`src/rtl/tap_pkg.sv`:
```
package tap_pkg;
    localparam int NAX   = 3;
    localparam int SRC_W = 2 * NAX + 1;

    typedef enum logic [2:0] {
        ST_IDLE,
        ST_HIT1,
        ST_QUIET,
        ST_WIN,
        ST_HIT2,
        ST_HOLD
    } tap_state_e;
endpackage

```
`src/rtl/tap_tick_gen.sv`:
```
module tap_tick_gen #(
    parameter int TICK_CYCLES = 62500
) (
    input  logic clk,
    input  logic rst_n,
    output logic tick
);
    generate
        if (TICK_CYCLES <= 1) begin : g_every
            assign tick = 1'b1;
        end else begin : g_div
            localparam int CW = $clog2(TICK_CYCLES);
            localparam logic [CW-1:0] LAST = CW'(TICK_CYCLES - 1);
            logic [CW-1:0] div_q;

            always_ff @(posedge clk or negedge rst_n) begin
                if (!rst_n)
                    div_q <= '0;
                else if (div_q == LAST)
                    div_q <= '0;
                else
                    div_q <= div_q + 1'b1;
            end

            assign tick = (div_q == LAST);
        end
    endgenerate
endmodule

```
`src/rtl/tap_axis_cmp.sv`:
```
module tap_axis_cmp #(
    parameter int SW   = 10,
    parameter int FRAC = 2
) (
    input  logic          clk,
    input  logic          rst_n,
    input  logic          smp_valid,
    input  logic [SW-1:0] smp,
    input  logic [3:0]    thr,
    output logic          rise,
    output logic          fall
);
    logic [SW-1:0] mag;
    logic [SW-1:0] thr_s;
    logic          above;
    logic          prev_q;

    assign mag   = smp[SW-1] ? (~smp + 1'b1) : smp;
    assign thr_s = SW'(thr) << FRAC;
    assign above = (mag > thr_s);

    always_ff @(posedge clk or negedge rst_n) begin
        if (!rst_n)
            prev_q <= 1'b0;
        else if (smp_valid)
            prev_q <= above;
    end

    assign rise = smp_valid && above && !prev_q;
    assign fall = smp_valid && !above;
endmodule

```
`src/rtl/tap_axis_fsm.sv`:
```
module tap_axis_fsm
    import tap_pkg::*;
#(
    parameter int TW = 8
) (
    input  logic          clk,
    input  logic          rst_n,
    input  logic          tick,
    input  logic          axis_on,
    input  logic          rise,
    input  logic          fall,
    input  logic          sgl_en,
    input  logic          dbl_en,
    input  logic [TW-1:0] tlim,
    input  logic [TW-1:0] lat,
    input  logic [TW-1:0] win,
    output tap_state_e    st_o,
    output logic          sgl_evt,
    output logic          dbl_evt
);
    tap_state_e    st_q, st_d;
    logic [TW-1:0] cnt_q;
    logic          cnt_clr, cnt_inc;

    always_ff @(posedge clk or negedge rst_n) begin
        if (!rst_n) begin
            st_q  <= ST_IDLE;
            cnt_q <= '0;
        end else begin
            st_q <= st_d;
            if (cnt_clr)
                cnt_q <= '0;
            else if (cnt_inc)
                cnt_q <= cnt_q + 1'b1;
        end
    end

    always_comb begin
        st_d    = st_q;
        cnt_clr = 1'b0;
        cnt_inc = 1'b0;
        if (!axis_on) begin
            st_d    = ST_IDLE;
            cnt_clr = 1'b1;
        end else begin
            unique case (st_q)
                ST_IDLE: begin
                    if (rise) begin
                        st_d    = ST_HIT1;
                        cnt_clr = 1'b1;
                    end
                end
                ST_HIT1: begin
                    if (fall) begin
                        cnt_clr = 1'b1;
                        st_d    = dbl_en ? ST_QUIET : ST_IDLE;
                    end else if (tick) begin
                        if (cnt_q == tlim) st_d = ST_HOLD;
                        else               cnt_inc = 1'b1;
                    end
                end
                ST_QUIET: begin
                    if (tick) begin
                        if (cnt_q == lat) begin
                            st_d    = ST_WIN;
                            cnt_clr = 1'b1;
                        end else begin
                            cnt_inc = 1'b1;
                        end
                    end
                end
                ST_WIN: begin
                    if (rise) begin
                        st_d    = ST_HIT2;
                        cnt_clr = 1'b1;
                    end else if (tick) begin
                        if (cnt_q == win) st_d = ST_IDLE;
                        else              cnt_inc = 1'b1;
                    end
                end
                ST_HIT2: begin
                    if (fall) begin
                        st_d    = ST_IDLE;
                        cnt_clr = 1'b1;
                    end else if (tick) begin
                        if (cnt_q == tlim) st_d = ST_HOLD;
                        else               cnt_inc = 1'b1;
                    end
                end
                ST_HOLD: begin
                    if (fall) st_d = ST_IDLE;
                end
                default: st_d = ST_IDLE;
            endcase
        end
    end

    always_comb begin
        sgl_evt = axis_on && (st_q == ST_HIT1) && fall && sgl_en;
        dbl_evt = axis_on && (st_q == ST_HIT2) && fall && dbl_en;
    end

    assign st_o = st_q;
endmodule

```
`src/rtl/tap_src_reg.sv`:
```
module tap_src_reg #(
    parameter int NEV = 6
) (
    input  logic           clk,
    input  logic           rst_n,
    input  logic [NEV-1:0] evt,
    input  logic           latch,
    input  logic           rd,
    output logic [NEV:0]   src,
    output logic           irq
);
    logic [NEV-1:0] flags_q;

    always_ff @(posedge clk or negedge rst_n) begin
        if (!rst_n)
            flags_q <= '0;
        else if (latch)
            flags_q <= (flags_q & ~{NEV{rd}}) | evt;
        else
            flags_q <= evt;
    end

    assign src = {|flags_q, flags_q};
    assign irq = |flags_q;
endmodule

```
`src/rtl/tap_detector.sv`:
```
module tap_detector
    import tap_pkg::*;
#(
    parameter int SW          = 10,
    parameter int FRAC        = 2,
    parameter int TW          = 8,
    parameter int TICK_CYCLES = 62500
) (
    input  logic             clk,
    input  logic             rst_n,
    input  logic             smp_valid,
    input  logic [SW-1:0]    smp_x,
    input  logic [SW-1:0]    smp_y,
    input  logic [SW-1:0]    smp_z,
    input  logic [3:0]       thr_x,
    input  logic [3:0]       thr_y,
    input  logic [3:0]       thr_z,
    input  logic [TW-1:0]    time_limit,
    input  logic [TW-1:0]    latency,
    input  logic [TW-1:0]    window,
    input  logic [NAX-1:0]   cfg_single_en,
    input  logic [NAX-1:0]   cfg_double_en,
    input  logic             cfg_latch,
    input  logic             src_rd,
    output logic [SRC_W-1:0] tap_src,
    output logic             tap_irq
);
    logic [SW-1:0]         smp_a [NAX];
    logic [3:0]            thr_a [NAX];
    logic                  tick;
    logic [NAX-1:0]        sgl_evt, dbl_evt;
    logic [2*NAX-1:0]      evt;
    tap_state_e [NAX-1:0]  ax_st;

    assign smp_a[0] = smp_x;
    assign smp_a[1] = smp_y;
    assign smp_a[2] = smp_z;
    assign thr_a[0] = thr_x;
    assign thr_a[1] = thr_y;
    assign thr_a[2] = thr_z;

    tap_tick_gen #(.TICK_CYCLES(TICK_CYCLES)) u_tick (
        .clk  (clk),
        .rst_n(rst_n),
        .tick (tick)
    );

    generate
        for (genvar g = 0; g < NAX; g++) begin : g_axis
            logic rise, fall, axis_on;

            assign axis_on = (thr_a[g] != 4'd0) && (cfg_single_en[g] || cfg_double_en[g]);

            tap_axis_cmp #(.SW(SW), .FRAC(FRAC)) u_cmp (
                .clk      (clk),
                .rst_n    (rst_n),
                .smp_valid(smp_valid),
                .smp      (smp_a[g]),
                .thr      (thr_a[g]),
                .rise     (rise),
                .fall     (fall)
            );

            tap_axis_fsm #(.TW(TW)) u_fsm (
                .clk    (clk),
                .rst_n  (rst_n),
                .tick   (tick),
                .axis_on(axis_on),
                .rise   (rise),
                .fall   (fall),
                .sgl_en (cfg_single_en[g]),
                .dbl_en (cfg_double_en[g]),
                .tlim   (time_limit),
                .lat    (latency),
                .win    (window),
                .st_o   (ax_st[g]),
                .sgl_evt(sgl_evt[g]),
                .dbl_evt(dbl_evt[g])
            );

            assign evt[2*g]   = sgl_evt[g];
            assign evt[2*g+1] = dbl_evt[g];
        end
    endgenerate

    tap_src_reg #(.NEV(2*NAX)) u_src (
        .clk  (clk),
        .rst_n(rst_n),
        .evt  (evt),
        .latch(cfg_latch),
        .rd   (src_rd),
        .src  (tap_src),
        .irq  (tap_irq)
    );
endmodule

```
`config.mk`:
```
export PLATFORM = sky130hd
export DESIGN_NAME = tap_detector
export DESIGN_NICKNAME = d
export VERILOG_FILES = /design/src/rtl/tap_pkg.sv /design/src/rtl/tap_tick_gen.sv /design/src/rtl/tap_axis_cmp.sv /design/src/rtl/tap_axis_fsm.sv /design/src/rtl/tap_src_reg.sv /design/src/rtl/tap_detector.sv
export SDC_FILE = /design/constraint.sdc
export NUM_CORES = 1
export LEC_CHECK = 0
export ABC_AREA = 1
export BUFFER_PORTS_ARGS = -buffer_cell sky130_fd_sc_hd__buf_2
export CAP_MARGIN = 25
export CORE_UTILIZATION = 59
export DETAILED_ROUTE_END_ITERATION = 8
export GPL_TIMING_DRIVEN = 0
export PLACE_DENSITY_LB_ADDON = 0.12
export SYNTH_ARGS = -nofsm -noshare
export SYNTH_HDL_FRONTEND = slang
export SYNTH_SLANG_ARGS = --single-unit
```
`constraint.sdc`:
```
create_clock -name clk -period 2.2 [get_ports clk]
set_clock_uncertainty 0.15 [all_clocks]
set_input_delay 0.44 -clock clk [delete_from_list [all_inputs] [get_ports clk]]
set_output_delay 0.44 -clock clk [all_outputs]
set_load 0.01 [all_outputs]
```
==> summary.md <==
| Metric | Value |
|---|---|
| Result of the run | `finished, violations left` |
| Violations in the final reports | `setup timing` |
| Ratio of cells with drive above 1 in the final layout | `27.87%` |
| Startpoint of the lowest-slack register-to-register path | `u_tick.g_div.div_q[0]$_DFF_PN0_` |
| Power per unit of standard cell area | `432.8 mW/mm^2` |
| Post-route non-filler standard cell count | `1145` |
| DRC | `0` |
| Synth Instances | `888` |
| Routed vias/inst | `5.279` |
| Highest clock rate | `420.1 MHz` |
| Least setup slack across all paths after layout | `-0.1804 ns` |
| Clock buffer count from CTS | `9` |
| Global-route wire length before repair | `24530 um` |
| Clk_lat worst skew | `0.35 ns` |
| Maximum VDD drop | `413.9 uV` |
| Core region area | `0.009729 sq mm` |
| Tcrit/Tclk final | `108.2%` |
| Post-Synthesis Net Count | `981` |
| Synth area leaders | `sky130_fd_sc_hd__dfrtp_1 25%, sky130_fd_sc_hd__nand2_1 13%, sky130_fd_sc_hd__inv_1 8.5%` |
| Wire length per cell after detailed routing | `13.35 um` |
| Number of register bits inferred by synthesis | `58` |
| Startpoint Class | `input port` |
| Headroom to the max-slew limit | `52.71%` |
| Fraction of the core area covered by cells at the end of the flow | `75.77%` |
| Starting density of the core | `60.60%` |
| Kind of path behind the tightest hold check | `input port to flop` |
| Vertical extent of the die | `102.0 um` |
| Setup slack, reg-to-reg | `0.02 ns` |
| Signal arrival time at the worst endpoint | `2.47 ns` |
| Worst Setup Path Type | `input port to flop` |
| Count of standard-cell rows | `36` |
| Library cell with the highest instance count after synthesis | `sky130_fd_sc_hd__nand2_1` |
| Chip width | `102.0 um` |
| Average size of a mapped cell | `6.639 sq um` |
| Critical Path Fanout Max | `5` |
| Global-route usage over all layers | `29.99%` |
| Total via count in the routed design | `6045` |
| H-tree level count | `3` |
| Capturing point of the worst reg2reg path | `g_axis[0].u_fsm.cnt_q[7]$_DFFE_PN0P_` |
| Leading register cell type out of synthesis | `sky130_fd_sc_hd__dfrtp_1` |
| Sequential fraction of the synthesis area | `24.62%` |
| Clk buf depth | `2` |
| Final critical delay including setup and external delays | `2.380 ns` |
| Drt first pass iters | `5` |
| Post-synth top area share | `24.62%` |
| Post-synth cell types | `42` |
| Setup Slack @ Placement | `-0.6383 ns` |
| Leftover overflow at the end of global routing | `0` |
| Antenna Nets Post-Route | `0` |
| Maximum number of pins on one net before global-route repair | `32` |
| RSZ-0062 raised after global routing | `yes` |
| CP endpoint | `g_axis[0].u_fsm.st_o[1]$_DFFE_PN0P_` |
| Number of pins exceeding their max-slew limit in the final report | `0` |
| Vias in the first global route | `5461` |
| Number of synthesized flops with an enable pin | `0` |
| Clock sinks | `58` |
| Clock slew seen by the registers of the worst setup and hold paths | `0.06 ns` |
| Starting DRT DRC Count | `309` |
| Critical path endpoint category | `flop` |
| Area added between synthesis and finish | `25.04%` |
| Num ports | `85` |
| Post-synthesis cell area | `0.005896 sq mm` |
| TritonCTS clock tree | `done` |
| Transition at the pin with the smallest max-transition slack | `0.7068 ns` |
| Number of max-capacitance violations reported | `0` |
| Antenna Diode Count | `0` |
| Most area-hungry cell type in the Yosys netlist | `sky130_fd_sc_hd__dfrtp_1` |
| # nets final | `1101` |
| Total power | `3.191 mW` |
| # port buffers | `82` |
| Clk root buf | `sky130_fd_sc_hd__clkbuf_8` |
| Initial antenna violation count | `0` |
| Total negative slack | `-4.122 ns` |
| Static leakage | `3.888 nW` |
| Number of placed instances with taps included | `1104` |
| WP data required | `2.29 ns` |
| Hold violation count in the final report | `0` |
| DP Wirelength | `11250 um` |
| Die area | `0.01040 sq mm` |
| Synth warnings | `0` |
| Final setup viols | `32` |
| Depth of the most critical reg-to-reg path | `10` |
| Launching instance or port of the critical path | `smp_x[0]` |
| Total wire length after detailed routing | `15290 um` |
| Gpl congestion | `0.8883` |
| Synth top cells by count | `204 x sky130_fd_sc_hd__nand2_1, 134 x sky130_fd_sc_hd__inv_1, 93 x sky130_fd_sc_hd__nor2_1` |
| Async set or reset register ratio after synthesis | `100.0%` |
-- sequential cells by signal, indices dropped and copies added, names as in the netlist --
signal and cells:
g_axis.u_fsm.cnt_q 24, u_tick.g_div.div_q 16, g_axis.u_fsm.st_o 9, g_axis.u_cmp.prev_q 3
u_src.flags_q 6
-- where the power goes --
group          internal [mW]  total [mW]  switching (mW)
clock                  0.545       0.982           0.437
combinational          0.401        1.07           0.669
sequential              1.10        1.14          0.0401
-- worst max-delay path, cell delays in order --
cell                      delay (ns)
sky130_fd_sc_hd__buf_6          0.09
sky130_fd_sc_hd__nor2_4         0.12
sky130_fd_sc_hd__nand3_4        0.09
sky130_fd_sc_hd__o21ai_2        0.15
sky130_fd_sc_hd__xor2_1         0.18
sky130_fd_sc_hd__ha_1           0.26
sky130_fd_sc_hd__nand2_1        0.08
sky130_fd_sc_hd__inv_2          0.04
sky130_fd_sc_hd__nand2_1        0.05
sky130_fd_sc_hd__nand2_1        0.04
sky130_fd_sc_hd__nand2_1        0.06
sky130_fd_sc_hd__nand2_2        0.06
sky130_fd_sc_hd__nor2_4         0.17
sky130_fd_sc_hd__nand3_4        0.14
sky130_fd_sc_hd__nand3_2        0.11
sky130_fd_sc_hd__nand2_2        0.07
sky130_fd_sc_hd__nor2_4         0.15
sky130_fd_sc_hd__nor2_4         0.06
sky130_fd_sc_hd__nand2_2        0.05
sky130_fd_sc_hd__nand2_1        0.05
-- timing repair --
| action | in CTS | in global routing |
|---|---|---|
| hold buffers | 1 | 0 |
| hold endpoints to repair | 27 | 0 |
| endpoints found under the setup margin | 33 | 40 |
| cloned | 1 | 0 |
| pin swaps | 40 | 36 |
| setup buffers | 19 | 6 |
| gates resized for setup | 32 | 53 |
-- metal layers --
metal  GRT usage, %  vias up  wire (um)
met4          10.44        0        282
met1          37.73     2761       6639
met2          52.25      167       7629
met5              0        -          0
li1               -     3092          -
met3          4.446       25        734
-- cell usage in the layout (no fill, tap or decap), types with 3 or more instances in the layout --
cell type                    n
sky130_fd_sc_hd__nor4_1      4
sky130_fd_sc_hd__or2_0       5
sky130_fd_sc_hd__inv_1     126
sky130_fd_sc_hd__nand2_4     6
sky130_fd_sc_hd__nand3_2    40
sky130_fd_sc_hd__nor3_1     17
sky130_fd_sc_hd__o21ai_1     7
sky130_fd_sc_hd__xnor2_1    23
sky130_fd_sc_hd__ha_1       14
sky130_fd_sc_hd__buf_4      14
sky130_fd_sc_hd__a21oi_1    16
sky130_fd_sc_hd__buf_2      87
sky130_fd_sc_hd__nand3b_1    3
sky130_fd_sc_hd__nor2_2      9
sky130_fd_sc_hd__xor2_1     49
sky130_fd_sc_hd__dfrtp_1    58
sky130_fd_sc_hd__clkbuf_8   10
sky130_fd_sc_hd__nand2_2    26
sky130_fd_sc_hd__nand2_1   186
sky130_fd_sc_hd__nor3_2      3
sky130_fd_sc_hd__clkbuf_1    5
sky130_fd_sc_hd__buf_8       3
sky130_fd_sc_hd__inv_2      14
sky130_fd_sc_hd__nand4_1    55
sky130_fd_sc_hd__nor2_1     84
sky130_fd_sc_hd__clkbuf_2    5
sky130_fd_sc_hd__o21bai_1    3
sky130_fd_sc_hd__o21ai_0    17
sky130_fd_sc_hd__nand3_1    47
sky130_fd_sc_hd__nand3_4    11
sky130_fd_sc_hd__buf_6      17
sky130_fd_sc_hd__nor2_4     16
sky130_fd_sc_hd__o21ai_2     3
-- stage by stage --
step | hold WS, ns | cell area, sq um
3_5_place_dp | 0.3192 | 6623
2_1_floorplan | -0.005591 | 6026
5_1_grt | 0.2526 | 7372
3_3_place_gp | 0.3120 | 6603
4_1_cts | 0.2531 | 7136
6_report | 0.2496 | 7372
-- logic make-up after synthesis --
family | Yosys count | share of synthesized area, %
buffers and inverters | 167 | 11.33
and+or+nand+nor | 518 | 44.50
adders and majority gates | 16 | 3.396
xor gates and xnor gates | 72 | 10.70
AOI/OAI and AO/OA | 57 | 5.454
DFF | 58 | 24.62
-- worst min path at each step --
| stage | from | end | slack (ns) | cells past startpoint |
|---|---|---|---|---|
| CTS | cfg_single_en[2] | u_src.flags_q[4]$_DFF_PN0_ | 0.25 | 3 |
| floorplan | rst_n | g_axis[0].u_cmp.prev_q$_DFFE_PN0P_ | -0.006 | 0 |
| global route | cfg_double_en[2] | u_src.flags_q[5]$_DFF_PN0_ | 0.25 | 3 |
| global placement | g_axis[1].u_cmp.prev_q$_DFFE_PN0P_ | g_axis[1].u_cmp.prev_q$_DFFE_PN0P_ | 0.31 | 1 |
| finish | cfg_double_en[2] | u_src.flags_q[5]$_DFF_PN0_ | 0.25 | 3 |
| detailed placement | g_axis[1].u_cmp.prev_q$_DFFE_PN0P_ | g_axis[1].u_cmp.prev_q$_DFFE_PN0P_ | 0.32 | 1 |
-- layout make-up --
class,count,area [sq um]
timing repair buffer,108,735.7
multi-input combinational,664,4155
tap,133,166.4
fill,795,2357
clock inverter,3,40.04
sequential,58,1451
clock buffer,12,145.1
inverter,142,543.0
buffer,25,135.1
No activity file was read; power rests on OpenSTA's default activity.
